==> config.mk <==
export PLATFORM = sky130hd
export DESIGN_NAME = rdma_host_port
export DESIGN_NICKNAME = d
export VERILOG_FILES = /design/src/rtl/rdma_pkg.sv /design/src/rtl/rdma_cfg_regs.sv /design/src/rtl/rdma_window.sv /design/src/rtl/rdma_engine.sv /design/src/rtl/rdma_host_port.sv
export SDC_FILE = /design/constraint.sdc
export NUM_CORES = 1
export LEC_CHECK = 0
export BUFFER_PORTS_ARGS = -buffer_cell sky130_fd_sc_hd__buf_2
export CORE_MARGIN = 5
export CORE_UTILIZATION = 37
export CTS_CLUSTER_DIAMETER = 150
export DETAILED_ROUTE_END_ITERATION = 6
export PLACE_DENSITY = 0.74
export SLEW_MARGIN = 0
export SYNTH_ARGS = -nofsm -noshare
export SYNTH_HDL_FRONTEND = slang
export SYNTH_SLANG_ARGS = --single-unit
==> constraint.sdc <==
create_clock -name clk -period 3.75 [get_ports clk]
set_clock_uncertainty 0.2 [all_clocks]
set_input_delay 0.375 -clock clk [delete_from_list [all_inputs] [get_ports clk]]
set_output_delay 0.375 -clock clk [all_outputs]
set_load 0.02 [all_outputs]
==> src/rtl/rdma_pkg.sv <==
package rdma_pkg;

    typedef enum logic [3:0] {
        RG_CMD     = 4'h0,
        RG_ADDR_LO = 4'h1,
        RG_ADDR_HI = 4'h2,
        RG_CNT_LO  = 4'h3,
        RG_CNT_HI  = 4'h4,
        RG_FIRST   = 4'h5,
        RG_LAST    = 4'h6,
        RG_CFG     = 4'h7,
        RG_STATUS  = 4'h8
    } reg_sel_e;

    localparam int DONE_BIT   = 6;
    localparam int CMD_RD_BIT = 0;
    localparam int CMD_WR_BIT = 1;
    localparam int LANES      = 4;

    typedef struct packed {
        logic        rd;
        logic        wr;
        logic        lng;
        logic [31:0] wdata;
    } dp_req_t;

    // number of bytes moved by one data-port access
    function automatic logic [2:0] access_bytes(input logic lng, input logic wide);
        if (lng)
            return 3'd4;
        else if (wide)
            return 3'd2;
        else
            return 3'd1;
    endfunction

endpackage

==> src/rtl/rdma_cfg_regs.sv <==
module rdma_cfg_regs
    import rdma_pkg::*;
#(
    parameter int ADDR_W = 16
) (
    input  logic              clk,
    input  logic              rst,
    input  logic              reg_we,
    input  reg_sel_e          reg_sel,
    input  logic [7:0]        reg_wdata,
    output logic [7:0]        first_pg,
    output logic [7:0]        last_pg,
    output logic              wide_mode,
    output logic [ADDR_W-1:0] ring_start,
    output logic [ADDR_W-1:0] ring_stop
);

    always_ff @(posedge clk) begin
        if (rst) begin
            first_pg  <= '0;
            last_pg   <= '0;
            wide_mode <= 1'b0;
        end else if (reg_we) begin
            case (reg_sel)
                RG_FIRST: first_pg  <= reg_wdata;
                RG_LAST:  last_pg   <= reg_wdata;
                RG_CFG:   wide_mode <= reg_wdata[0];
                default: ;
            endcase
        end
    end

    assign ring_start = ADDR_W'({first_pg, 8'h00});
    assign ring_stop  = ADDR_W'({last_pg, 8'h00});

endmodule

==> src/rtl/rdma_window.sv <==
module rdma_window
    import rdma_pkg::*;
#(
    parameter int ADDR_W     = 16,
    parameter int LOW_LIMIT  = 32,
    parameter int WIN_START  = 16'h4000,
    parameter int WIN_END    = 16'h8000
) (
    input  logic [ADDR_W-1:0] cur_addr,
    input  logic [2:0]        acc_bytes,
    input  logic [31:0]       dp_wdata,
    input  logic [31:0]       mem_rdata,
    output logic [ADDR_W-1:0] mem_addr,
    output logic [LANES-1:0]  mem_be,
    output logic [31:0]       mem_wdata,
    output logic              in_win,
    output logic [31:0]       rd_val
);

    localparam int XW = ADDR_W + 1;
    localparam logic [XW-1:0] LOW_X   = XW'(LOW_LIMIT);
    localparam logic [XW-1:0] START_X = XW'(WIN_START);
    localparam logic [XW-1:0] END_X   = XW'(WIN_END);

    logic [XW-1:0] eaddr_x;
    logic [XW-1:0] etail_x;

    assign mem_addr = (acc_bytes == 3'd1) ? cur_addr : {cur_addr[ADDR_W-1:1], 1'b0};
    assign eaddr_x  = {1'b0, mem_addr};
    assign etail_x  = eaddr_x + XW'(acc_bytes);
    assign in_win   = (eaddr_x < LOW_X) || ((eaddr_x >= START_X) && (etail_x <= END_X));

    for (genvar i = 0; i < LANES; i++) begin : g_lane
        assign mem_be[i]          = (3'(i) < acc_bytes);
        assign mem_wdata[8*i +: 8] = dp_wdata[8*i +: 8];
        assign rd_val[8*i +: 8]   = !mem_be[i] ? 8'h00 :
                                    (in_win ? mem_rdata[8*i +: 8] : 8'hFF);
    end

endmodule

==> src/rtl/rdma_engine.sv <==
module rdma_engine
    import rdma_pkg::*;
#(
    parameter int ADDR_W = 16,
    parameter int CNT_W  = 16
) (
    input  logic              clk,
    input  logic              rst,
    input  logic              reg_we,
    input  reg_sel_e          reg_sel,
    input  logic [7:0]        reg_wdata,
    input  logic              dp_rd,
    input  logic              dp_wr,
    input  logic [2:0]        acc_bytes,
    input  logic [ADDR_W-1:0] ring_start,
    input  logic [ADDR_W-1:0] ring_stop,
    output logic [ADDR_W-1:0] cur_addr,
    output logic [CNT_W-1:0]  cur_cnt,
    output logic              done,
    output logic              step
);

    logic              cnt_zero;
    logic              last_beat;
    logic [CNT_W-1:0]  acc_cnt;
    logic [ADDR_W-1:0] addr_inc;
    logic [ADDR_W-1:0] addr_nxt;
    logic              cmd_zero;
    logic              done_set;
    logic              done_clr;

    assign cnt_zero  = (cur_cnt == '0);
    assign step      = dp_rd || (dp_wr && !cnt_zero);
    assign acc_cnt   = CNT_W'(acc_bytes);
    assign last_beat = (cur_cnt <= acc_cnt);
    assign addr_inc  = cur_addr + ADDR_W'(acc_bytes);
    assign addr_nxt  = (addr_inc == ring_stop) ? ring_start : addr_inc;

    assign cmd_zero = reg_we && (reg_sel == RG_CMD) && cnt_zero &&
                      (reg_wdata[CMD_RD_BIT] || reg_wdata[CMD_WR_BIT]);
    assign done_set = (step && last_beat) || cmd_zero;
    assign done_clr = reg_we && (reg_sel == RG_STATUS) && reg_wdata[DONE_BIT];

    always_ff @(posedge clk) begin
        if (rst) begin
            cur_addr <= '0;
            cur_cnt  <= '0;
            done     <= 1'b0;
        end else begin
            if (step) begin
                cur_addr <= addr_nxt;
                cur_cnt  <= last_beat ? '0 : (cur_cnt - acc_cnt);
            end
            if (reg_we) begin
                case (reg_sel)
                    RG_ADDR_LO: cur_addr[7:0]        <= reg_wdata;
                    RG_ADDR_HI: cur_addr[ADDR_W-1:8] <= reg_wdata[ADDR_W-9:0];
                    RG_CNT_LO:  cur_cnt[7:0]         <= reg_wdata;
                    RG_CNT_HI:  cur_cnt[CNT_W-1:8]   <= reg_wdata[CNT_W-9:0];
                    default: ;
                endcase
            end
            done <= done_set || (done && !done_clr);
        end
    end

endmodule

==> src/rtl/rdma_host_port.sv <==
module rdma_host_port
    import rdma_pkg::*;
#(
    parameter int ADDR_W    = 16,
    parameter int LOW_LIMIT = 32,
    parameter int WIN_START = 16'h4000,
    parameter int WIN_END   = 16'h8000
) (
    input  logic              clk,
    input  logic              rst,
    input  logic              reg_we,
    input  logic [3:0]        reg_waddr,
    input  logic [7:0]        reg_wdata,
    input  logic [3:0]        reg_raddr,
    output logic [7:0]        reg_rdata,
    input  logic              dp_rd,
    input  logic              dp_wr,
    input  logic              dp_long,
    input  logic [31:0]       dp_wdata,
    output logic [31:0]       dp_rdata,
    output logic [ADDR_W-1:0] mem_addr,
    output logic              mem_we,
    output logic [3:0]        mem_be,
    output logic [31:0]       mem_wdata,
    input  logic [31:0]       mem_rdata,
    output logic              xfer_done
);

    localparam int CNT_W = 16;

    dp_req_t           req;
    reg_sel_e          wsel;
    reg_sel_e          rsel;
    logic [7:0]        first_pg;
    logic [7:0]        last_pg;
    logic              wide_mode;
    logic [ADDR_W-1:0] ring_start;
    logic [ADDR_W-1:0] ring_stop;
    logic [ADDR_W-1:0] cur_addr;
    logic [CNT_W-1:0]  cur_cnt;
    logic              step;
    logic [2:0]        acc_bytes;
    logic              in_win;
    logic [31:0]       rd_val;
    logic [31:0]       rdata_q;
    logic [15:0]       addr_ext;

    assign req  = '{rd: dp_rd, wr: dp_wr && !dp_rd, lng: dp_long, wdata: dp_wdata};
    assign wsel = reg_sel_e'(reg_waddr);
    assign rsel = reg_sel_e'(reg_raddr);
    assign acc_bytes = access_bytes(req.lng, wide_mode);

    rdma_cfg_regs #(.ADDR_W(ADDR_W)) u_cfg (
        .clk        (clk),
        .rst        (rst),
        .reg_we     (reg_we),
        .reg_sel    (wsel),
        .reg_wdata  (reg_wdata),
        .first_pg   (first_pg),
        .last_pg    (last_pg),
        .wide_mode  (wide_mode),
        .ring_start (ring_start),
        .ring_stop  (ring_stop)
    );

    rdma_engine #(.ADDR_W(ADDR_W), .CNT_W(CNT_W)) u_eng (
        .clk        (clk),
        .rst        (rst),
        .reg_we     (reg_we),
        .reg_sel    (wsel),
        .reg_wdata  (reg_wdata),
        .dp_rd      (req.rd),
        .dp_wr      (req.wr),
        .acc_bytes  (acc_bytes),
        .ring_start (ring_start),
        .ring_stop  (ring_stop),
        .cur_addr   (cur_addr),
        .cur_cnt    (cur_cnt),
        .done       (xfer_done),
        .step       (step)
    );

    rdma_window #(
        .ADDR_W    (ADDR_W),
        .LOW_LIMIT (LOW_LIMIT),
        .WIN_START (WIN_START),
        .WIN_END   (WIN_END)
    ) u_win (
        .cur_addr  (cur_addr),
        .acc_bytes (acc_bytes),
        .dp_wdata  (req.wdata),
        .mem_rdata (mem_rdata),
        .mem_addr  (mem_addr),
        .mem_be    (mem_be),
        .mem_wdata (mem_wdata),
        .in_win    (in_win),
        .rd_val    (rd_val)
    );

    assign mem_we = step && req.wr && in_win;

    always_ff @(posedge clk) begin
        if (rst)
            rdata_q <= '0;
        else if (req.rd)
            rdata_q <= rd_val;
    end
    assign dp_rdata = rdata_q;

    assign addr_ext = 16'(cur_addr);

    always_comb begin
        case (rsel)
            RG_ADDR_LO: reg_rdata = addr_ext[7:0];
            RG_ADDR_HI: reg_rdata = addr_ext[15:8];
            RG_CNT_LO:  reg_rdata = cur_cnt[7:0];
            RG_CNT_HI:  reg_rdata = cur_cnt[15:8];
            RG_FIRST:   reg_rdata = first_pg;
            RG_LAST:    reg_rdata = last_pg;
            RG_CFG:     reg_rdata = {7'd0, wide_mode};
            RG_STATUS:  reg_rdata = 8'(xfer_done) << DONE_BIT;
            default:    reg_rdata = 8'h00;
        endcase
    end

endmodule

==> run summary, run 1 <==
Initial antenna violation count -> 0
Peak supply drop -> 0.0002222 V
Drt total wl -> 16430 um
Combinational power share -> 39.4%
Synth cell types -> 76
Flops & latches, synth -> 82
I/O pin total -> 180
Worst slew pin tran -> 1.000 ns
Post-synthesis sequential area ratio -> 30.00%
Synth area leaders -> dfxtp_1 30%, buf_4 7.4%, mux2i_1 6.2%, nor2_1 6.0%, a221o_1 4.8%
Peak Freq -> 280.2 MHz
Router iterations before antenna repair -> 5
Routability cong. -> 0.8872
Crit Path Class -> reg2out
Starting DRT DRC Count -> 512
Status -> complete, no violations
Share of cells above drive strength 1 -> 27.12%
Number of routed nets with antenna violations -> 0
Crit-path max FO -> 5
Num rows -> 44
Final HPWL DP -> 12270 um
Die ar. -> 17320 um^2
Switching share of total power -> 39.54%
Cell count after synthesis -> 642
CP Cell Sequence -> nor2_4, and2_1, ha_2, fa_2, a21o_1, nand3_2, mux2_1, o22ai_2, o211ai_1, o31a_1, nor3_2, buf_4
Buf/Inv on CP -> 1
Period minus WS final -> 3.569 ns
Crit path DAT -> 2.99 ns
Clock buffer count from CTS -> 9
Gr usage total -> 18.22%
Routed wire per std cell -> 18.65 um
Via count -> 4985
HP Class -> in2reg
Post-route total power -> 3352 uW
CP Launch Type -> flip-flop
Post-synth EDFFs -> 0
GRT overflow -> 0
Final non-filler cell total -> 881
CP required -> 3.17 ns
Hold buffers post-CTS -> 0
Post-synth top area cell -> dfxtp_1
Final nets -> 788
Total of max-cap violations -> 0
Area Growth Syn to Fin -> 12.67%
Die height -> 131.6 um
Sequential power share -> 35.7%
CTS Root Buffer Type -> clkbuf_16
Post-synth ARST share -> 0%
CTS Buffer Depth -> 2
Worst-path clk slew -> 0.06 ns
Critical-path top delay cell -> dfxtp_4
Ys flop type -> dfxtp_1
Final setup fails -> 0
Clock sink count -> 82
DRC Markers -> 0
Post-synth top area share -> 30.00%
Hold Violations, Final -> 0
CTS HTree Levels -> 3
Setup_tns -> 0 ns
Largest net degree at the start of global routing -> 34
Clk_lat worst skew -> 0.34 ns
CTS tree -> done
Internal power -> 2026 uW
PortBufs -> 114
Vias/cell -> 5.658
Family with the most delay on the worst path -> compound AO/OA/AOI/OAI gates
ANT cells -> 0
Die outline width -> 131.6 um
RSZ-0062 raised after global routing -> false
Synthesized Nets -> 738
CP endpoint kind -> output pin
Max Slew Vio Count -> 0
Vias in the first global route -> 4864
Tcrit/Tclk final -> 95.17%
Cell Area, Synth -> 5471 um^2
Mean Syn Cell Area -> 8.523 um^2
Sw Pwr -> 1325 uW
Placed cell count -> 864
Global-route wire length before repair -> 25800 um
Yosys warnings -> 0
Initial cell density of the core -> 37.65%
Power share of the clock group -> 24.9%
Rel. slew slack -> 33.04%
Core area -> 14530 um^2
Static Leak -> 0.002684 uW
Fillers -> 1477
CP peak stage delay -> 0.38 ns
Power Density -> 543.7 nW/um^2
-- cells in the final DEF, fill, tap and decap left out, types with 3 or more instances in the layout --
cell,n
nor2b_1,5
a22oi_1,7
nand3_1,9
nand2_1,31
nor3_1,19
buf_4,25
or4_1,3
and3_1,6
inv_1,9
a21oi_1,26
xnor2_1,11
buf_2,113
xor2_1,16
a21o_1,4
ha_1,6
clkbuf_16,9
and2_1,6
mux2_2,5
dfxtp_1,81
o21ai_0,15
o32ai_1,5
a221o_1,26
clkinvlp_4,3
a22o_1,9
nand4_1,8
o31ai_1,4
o22ai_1,3
or3_1,7
nor3b_1,4
nand2b_1,4
nor2_1,87
mux2i_1,34
nand3_2,3
a211oi_1,22
nor4_1,8
a31oi_1,5
-- worst register-to-register path, stage by stage (launching register included) --
cell	delay, ns
dfxtp_4	0.38
nor2_4	0.06
ha_1	0.21
fa_1	0.42
a21oi_1	0.32
and4bb_1	0.27
xnor2_1	0.14
nand3_1	0.10
nor4_2	0.38
nand3_4	0.17
mux2_4	0.34
a2111oi_4	0.33
-- sequential cells by signal (all words and copies together), names as in the netlist --
register         cells
u_cfg.last_pg        8
u_cfg.first_pg       8
u_eng.done           1
u_cfg.wide_mode      1
u_eng.cur_cnt       16
dp_rdata            32
u_eng.cur_addr      16
-- power by group through the flow --
stage               clock network, uW  registers [uW]  logic (uW)
global placement                    0            1210        1280
floorplan                           0            1220        1000
finish                            835            1200        1320
CTS                               857            1190        1310
global route                      889            1210        1450
detailed placement                  0            1210        1300
-- cell usage after synthesis (all sizes together) (5+ instances only) --
cell type  number
or3             7
nor3           20
buf            67
nor3b           5
nand2          32
and3            7
mux2i          34
xor2           17
a21oi          28
ha              7
nand3          13
clkbuf         32
inv             9
mux2            8
nor2b           5
nor4           10
xnor2          11
and2            7
nand4           8
a211oi         23
o32ai           5
o21ai          15
dfxtp          82
a221o          26
nor2           89
a31oi           5
a22o            9
a21o            5
a22oi           7
-- area by class of cell --
type	instances	area (um^2)	area share, %
multi-input combinational	452	3223	52.28
clock inverter	7	53.80	0.8727
sequential	82	1645	26.69
inverter	9	33.78	0.5480
tap	184	230.2	3.735
timing repair buffer	138	753.2	12.22
clock buffer	9	225.2	3.653
-- per-layer routing --
metal / vias up / share of wire, % / global-route usage (%)
li1: 2408 / - / -
met3: 33 / 6.4 / 4.625
met1: 2367 / 42 / 21.67
met2: 177 / 49 / 31.12
met5: - / 0 / 0
met4: 0 / 2.4 / 7.771
-- logic make-up (layout without fill, tap and decap cells) --
group	count (synthesis)	in the layout	synth area share (%)
muxes	43	43	8.347
DFF	82	82	30.00
AOI/OAI and AO/OA	148	148	21.24
and+or+nand+nor	220	220	20.65
buffers and inverters	108	163	11.78
xor gates and xnor gates	29	29	5.031
adders and majority gates	11	11	2.881
other	1	1	0.06854
-- timing repair --
action | in CTS | in global routing
setup buffers | 0 | 1
pin swaps | 1 | 2
resized for setup | 4 | 7
endpoints found under the setup margin | 1 | 2
cloned | 0 | 0
-- path summary, 6_finish.rpt --
kind | startpoint | endpoint | slack, ns | depth (start not counted)
setup reg to reg | u_cfg.wide_mode | u_eng.cur_addr[12] | 0.35 | 11
hold / removal | mem_rdata[23] | dp_rdata[23] | 0.05 | 2
hold reg to reg | dp_rdata[18] | dp_rdata[18] | 0.28 | 1
setup / recovery | u_cfg.wide_mode | mem_we | 0.18 | 12
-- per-stage QoR --
step	hold slack (ns)	worst slack [ns]	util (%)	area (um^2)
after floorplan	0.2791	0.1006	-	5472
after global placement	0.2644	0.1421	40.18	5839
after detailed placement	0.2656	0.03002	40.18	5839
after CTS	0.04145	0.002499	42.17	6130
after global routing	0.04328	0.01315	42.42	6165
final	0.05415	0.1812	42.42	6165
(Power assumes the default switching activity.)
==> run 2: changes to the inputs <==
- clock period: 3.75 -> 4.3 ns (I/O delays scaled with it)
==> run 2 against run 1 <==
Compared with the run above: power decreased by 11%; sequential power decreased by 12%; hold slack improved by 0.060 ns; final cell count decreased by 1.5%; sequential share of layout area increased by 0.35 points; worst setup slack improved by 0.12 ns; highest routed layer is now met5.
==> run summary, run 2 (synthesis results as in run 1) <==
CTS Root Buffer Type -> clkbuf_16
Flip-flop count of the largest register after layout -> 32
CP endpoint kind -> output pin
Peak supply drop -> 0.0002496 V
Vias/cell -> 5.757
Max Slew Vio Count -> 0
CP Depth -> 12
Cell area after layout -> 6071 um^2
Clock sink count -> 82
Die outline width -> 131.6 um
Die height -> 131.6 um
Crit Path Class -> reg2out
CP required -> 3.67 ns
Fillers -> 1475
Drt total wl -> 16090 um
CP Launch Type -> flip-flop
CTS Buffer Depth -> 2
Critical-path top delay cell -> dfxtp_1
Routed wire per std cell -> 18.53 um
Area Growth Syn to Fin -> 10.95%
Num rows -> 44
Hold buffers post-CTS -> 0
Setup_tns -> 0 ns
Gr usage total -> 17.49%
Number of routed nets with antenna violations -> 0
CP Cell Sequence -> nor2_1, and2_1, ha_1, fa_1, a21o_1, nand3_1, mux2_1, o22ai_1, o211ai_1, o31a_1, nor3_1, buf_2
Vias in the first global route -> 4555
Crit path DAT -> 3.37 ns
Die ar. -> 17320 um^2
Total of max-cap violations -> 0
Clk_lat worst skew -> 0.34 ns
Buf/Inv on CP -> 1
Static Leak -> 0.002648 uW
Starting DRT DRC Count -> 638
Initial cell density of the core -> 37.65%
Largest net degree at the start of global routing -> 43
Period minus WS final -> 3.999 ns
Routability cong. -> 0.8978
GRT overflow -> 0
CTS HTree Levels -> 3
Post-placement cell area -> 5764 um^2
Clock buffer count from CTS -> 9
Global-route wire length before repair -> 24900 um
Status -> complete, no violations
Final HPWL DP -> 12010 um
Final non-filler cell total -> 868
Hold path depth -> 2
Final setup margin -> 0.3012 ns
PostCTS Resize Cnt -> 0
Initial antenna violation count -> 1
Worst slew pin tran -> 0.9644 ns
PortBufs -> 114
HP Class -> in2reg
Tcrit/Tclk final -> 92.99%
Share of cells above drive strength 1 -> 24.42%
Rel. slew slack -> 35.57%
Peak Freq -> 250.1 MHz
Core area -> 14530 um^2
DRC Markers -> 0
Power Density -> 493.8 nW/um^2
R2r setup slk -> 0.66 ns
Router iterations before antenna repair -> 5
ANT cells -> 0
Worst-path clk slew -> 0.06 ns
Pre-CTS WS -> 0.4830 ns
Post-CTS Setup Repair Bufs -> 0
RSZ-0062 raised after global routing -> false
Crit-path max FO -> 6
Worst R2R Path Depth -> 13
Most frequent cells in the layout -> 114 x buf_2, 88 x nor2_1, 82 x dfxtp_1
Final setup fails -> 0
Placed cell count -> 854
Hold Violations, Final -> 0
Most common cell after layout, fill and taps aside -> buf_2
CTS tree -> done
CP peak stage delay -> 0.42 ns
Via count -> 4997
Final nets -> 777
Family with the most delay on the worst path -> compound AO/OA/AOI/OAI gates
I/O pin total -> 180
==> run 2: changes by cell type in the layout (fill, tap and decap cells not counted), sizes merged <==
cell,before,now
clkinv,2,1
clkbuf,9,10
inv,11,10
bufinv,0,2
buf,138,127
clkinvlp,3,0
==> run 2: through the flow <==
stage                     total power [uW]  utilization, %  hold WS, ns
final                                 2998           41.77       0.1142
after global routing                  3149           41.77       0.1051
after CTS                             3007           41.77       0.1024
after detailed placement              2183           39.66       0.2652
after global placement                2169           39.66       0.2643
after floorplan                       1937               -       0.2791
==> run 2: area by class of cell <==
class / instances / area (um^2) / share of cell area (%)
timing repair buffer: 127 / 668.1 / 11.01
sequential: 82 / 1642 / 27.04
tap: 184 / 230.2 / 3.792
inverter: 9 / 33.78 / 0.5565
multi-input combinational: 452 / 3191 / 52.56
clock buffer: 10 / 229.0 / 3.772
clock inverter: 4 / 77.57 / 1.278
==> run 2: report_power, final <==
part / switching, uW / leakage (uW) / internal, uW
Sequential: 157 / 0.000673 / 892
Combinational: 668 / 0.00183 / 465
Clock: 310 / 0.000149 / 506
Total: 1130 / 0.00265 / 1860
==> run 2: worst paths after layout <==
check,from,end
worst min-delay path,mem_rdata[18],dp_rdata[18]
worst max register to register,u_cfg.wide_mode,dp_rdata[9]
worst max-delay path,u_cfg.wide_mode,mem_we
worst min register to register,dp_rdata[19],dp_rdata[19]
==> run 2: routing by layer <==
metal	part of all wire [%]	up-vias	routed length (um)	GRT usage, %
met5	0.081	-	13	0
met4	2.2	2	348	6.229
met3	6.3	29	1015	3.976
met2	49	196	7877	29.63
met1	42	2394	6830	21.79
li1	-	2376	-	-
==> run 2: worst register-to-register path, cell delays in order (launching register included) <==
cell and delay [ns]:
dfxtp_1 0.42, nor2_1 0.15, and2_1 0.19, ha_1 0.22, fa_1 0.41, a21o_1 0.22, nand3_1 0.12, mux2_1 0.33
o22ai_1 0.13, o211ai_1 0.10, o31a_1 0.34, buf_4 0.19, and2_1 0.22, a221o_1 0.28
==> run 3: changes to the inputs <==
--- a/config.mk
+++ b/config.mk
@@ -8,2 +8,4 @@
 export BUFFER_PORTS_ARGS = -buffer_cell sky130_fd_sc_hd__buf_2
+export CELL_PAD_IN_SITES_DETAIL_PLACEMENT = 1
+export CELL_PAD_IN_SITES_GLOBAL_PLACEMENT = 1
 export CORE_MARGIN = 5
@@ -12,3 +14,3 @@
 export DETAILED_ROUTE_END_ITERATION = 6
-export PLACE_DENSITY = 0.74
+export PLACE_DENSITY = 0.92
 export SLEW_MARGIN = 0
==> constraint.sdc (replaced) <==
create_clock -name clk -period 4.3 [get_ports clk]
set_clock_uncertainty 0.2 [all_clocks]
set_input_delay 0 -clock clk [delete_from_list [all_inputs] [get_ports clk]]
set_output_delay 0 -clock clk [all_outputs]
set_load 0.02 [all_outputs]
==> run 3 against run 2 <==
Compared with the run above: the flow now finishes with violations (DRC); hold slack lost 0.036 ns; power increased by 4.0%; combinational power up 14%; global-route usage grew 6.8 points; die area did not move; via count increased by 16%; non-clock buffer count increased by 87; final cell count rose by 11%; critical path type is now reg2reg; highest routed layer is now met4.
==> run summary, run 3 (synthesis results as in run 1) <==
R2r setup slk -> 0.33 ns
Largest net degree at the start of global routing -> 52
Power share of the clock group -> 24.4%
Clk_lat worst skew -> 0.36 ns
CTS tree -> done
Sw Pwr -> 1305 uW
Num rows -> 44
Total of max-cap violations -> 0
CTS HTree Levels -> 3
Reg2reg start -> u_cfg.wide_mode
Die height -> 131.6 um
Final setup fails -> 0
CP Launch Type -> flip-flop
CP endpoint kind -> flip-flop
Sequential power share -> 34.2%
Hold Violations, Final -> 0
Flip-flop count of the largest register after layout -> 32
DRC Markers -> 3
Switching share of total power -> 41.86%
Grt met2 use -> 43.12%
Final nets -> 864
Starting DRT DRC Count -> 413
CP required -> 4.34 ns
Routability cong. -> 0.8948
Number of routed nets with antenna violations -> 0
Clock sink count -> 82
Worst slew pin tran -> 1.129 ns
Crit Path Class -> reg2reg
Post-route total power -> 3117 uW
Initial cell density of the core -> 37.65%
Hold path depth -> 3
Via count -> 5818
Hold path startpoint -> rst
Hold EP -> u_eng.cur_addr[2]
Post-CTS Setup Repair Bufs -> 0
Power Density -> 449.4 nW/um^2
Die ar. -> 17320 um^2
RSZ-0062 raised after global routing -> false
Setup_tns -> 0 ns
CTS Buffer Depth -> 2
Tcrit/Tclk final -> 92.35%
Status -> complete, but fails checks
Worst R2R Path Depth -> 13
GR peak layer -> met2
Internal power -> 1812 uW
Crit-path max FO -> 11
R2R Path End -> dp_rdata[7]
I/O pin total -> 180
Vias in the first global route -> 6000
Peak supply drop -> 0.0001642 V
Routed wire per std cell -> 23.14 um
Storage cell area -> 1642 um^2
GRT overflow -> 0
Fillers -> 1744
Drt total wl -> 22240 um
GRT met1 Usage -> 28.59%
Most common cell after layout, fill and taps aside -> buf_2
CTS Root Buffer Type -> clkbuf_16
Violated checks -> DRC
Initial antenna violation count -> 4
Gr usage total -> 24.32%
Share of cells above drive strength 1 -> 21.99%
Crit path DAT -> 4.01 ns
Combinational power share -> 41.4%
Area Growth Syn to Fin -> 26.76%
Final HPWL DP -> 14030 um
Router iterations before antenna repair -> 7
Worst-path clk slew -> 0.07 ns
Vias/cell -> 6.054
Die outline width -> 131.6 um
Period minus WS final -> 3.971 ns
Peak Freq -> 251.8 MHz
HP Class -> in2reg
Static Leak -> 0.002998 uW
Multi-input gate area -> 3201 um^2
Core area -> 14530 um^2
Routing usage on met3 -> 3.823%
PortBufs -> 114
Max Slew Vio Count -> 0
Clock buffer count from CTS -> 9
Rel. slew slack -> 24.59%
Global-route wire length before repair -> 34090 um
Most frequent cells in the layout -> 114 x buf_2, 88 x nor2_1, 88 x dlygate4sd3_1
-- run 3: cell count changes in the layout (fill, tap and decap cells not counted), moves of 2 or more --
cell and change:
diode_2 +4, dlygate4sd3_1 +88, bufinv_16 -2, clkinvlp_4 +3
-- run 3: how the worst max path moves through the flow --
stage | slack, ns | from | end | cells past startpoint
final | 0.33 | u_cfg.wide_mode | dp_rdata[7] | 13
after global routing | 0.13 | u_cfg.wide_mode | dp_rdata[2] | 13
after CTS | 0.40 | u_cfg.wide_mode | dp_rdata[7] | 12
after detailed placement | 0.68 | u_cfg.wide_mode | dp_rdata[14] | 12
after global placement | 0.82 | u_cfg.wide_mode | dp_rdata[14] | 12
after floorplan | 0.81 | u_cfg.wide_mode | dp_rdata[22] | 15
-- run 3: power groups by stage --
| stage | sequential (uW) | clock [uW] | combinational [uW] |
|---|---|---|---|
| after floorplan | 1060 | 0 | 875 |
| after global placement | 1060 | 0 | 1100 |
| after detailed placement | 1070 | 0 | 1130 |
| after CTS | 1050 | 754 | 1250 |
| after global routing | 1080 | 795 | 1400 |
| final | 1070 | 759 | 1290 |
-- run 3: through the flow --
step	cell area (um^2)	hold slack (ns)	std cells	worst slack, ns	util, %
6_report	6935	0.07854	961	0.3290	47.72
5_1_grt	6935	0.09967	961	0.1328	47.72
4_1_cts	6922	0.06909	957	0.3982	47.62
3_5_place_dp	5763	-0.1999	853	0.6817	39.65
3_3_place_gp	5763	-0.1999	853	0.8198	39.65
2_1_floorplan	5472	-0.09138	642	0.8062	-
-- run 3: layout make-up --
class                           count  share of cell area, %
Inverter                            9                 0.4871
Multi-Input combinational cell    452                  46.15
Tap cell                          184                  3.320
Antenna cell                        4                 0.1443
Sequential cell                    82                  23.67
Timing Repair Buffer              214                  22.23
Clock buffer                       10                  3.301
Clock inverter                      6                 0.7036
-- run 3: critical path, stage by stage (launching register included) --
cell and delay, ns:
dfxtp_1 0.38, nor2_1 0.13, and2_1 0.20, ha_1 0.23
fa_1 0.43, a21o_1 0.23, nand3_1 0.12, mux2_1 0.33
o22ai_1 0.15, o211ai_1 0.13, o31a_1 0.46, nor2_1 0.16
a211oi_1 0.09, dlygate4sd3_1 0.60
-- run 3: layer usage --
layer | vias up | share of wire [%]
li1 | 2558 | -
met1 | 2879 | 38
met2 | 300 | 51
met3 | 81 | 6.1
met4 | 0 | 4.6
met5 | - | 0
-- run 3: what timing repair did --
action,CTS,global route
gates resized for setup,0,1
endpoints found under the setup margin,0,7
hold buffers,88,0
hold endpoints to repair,113,0
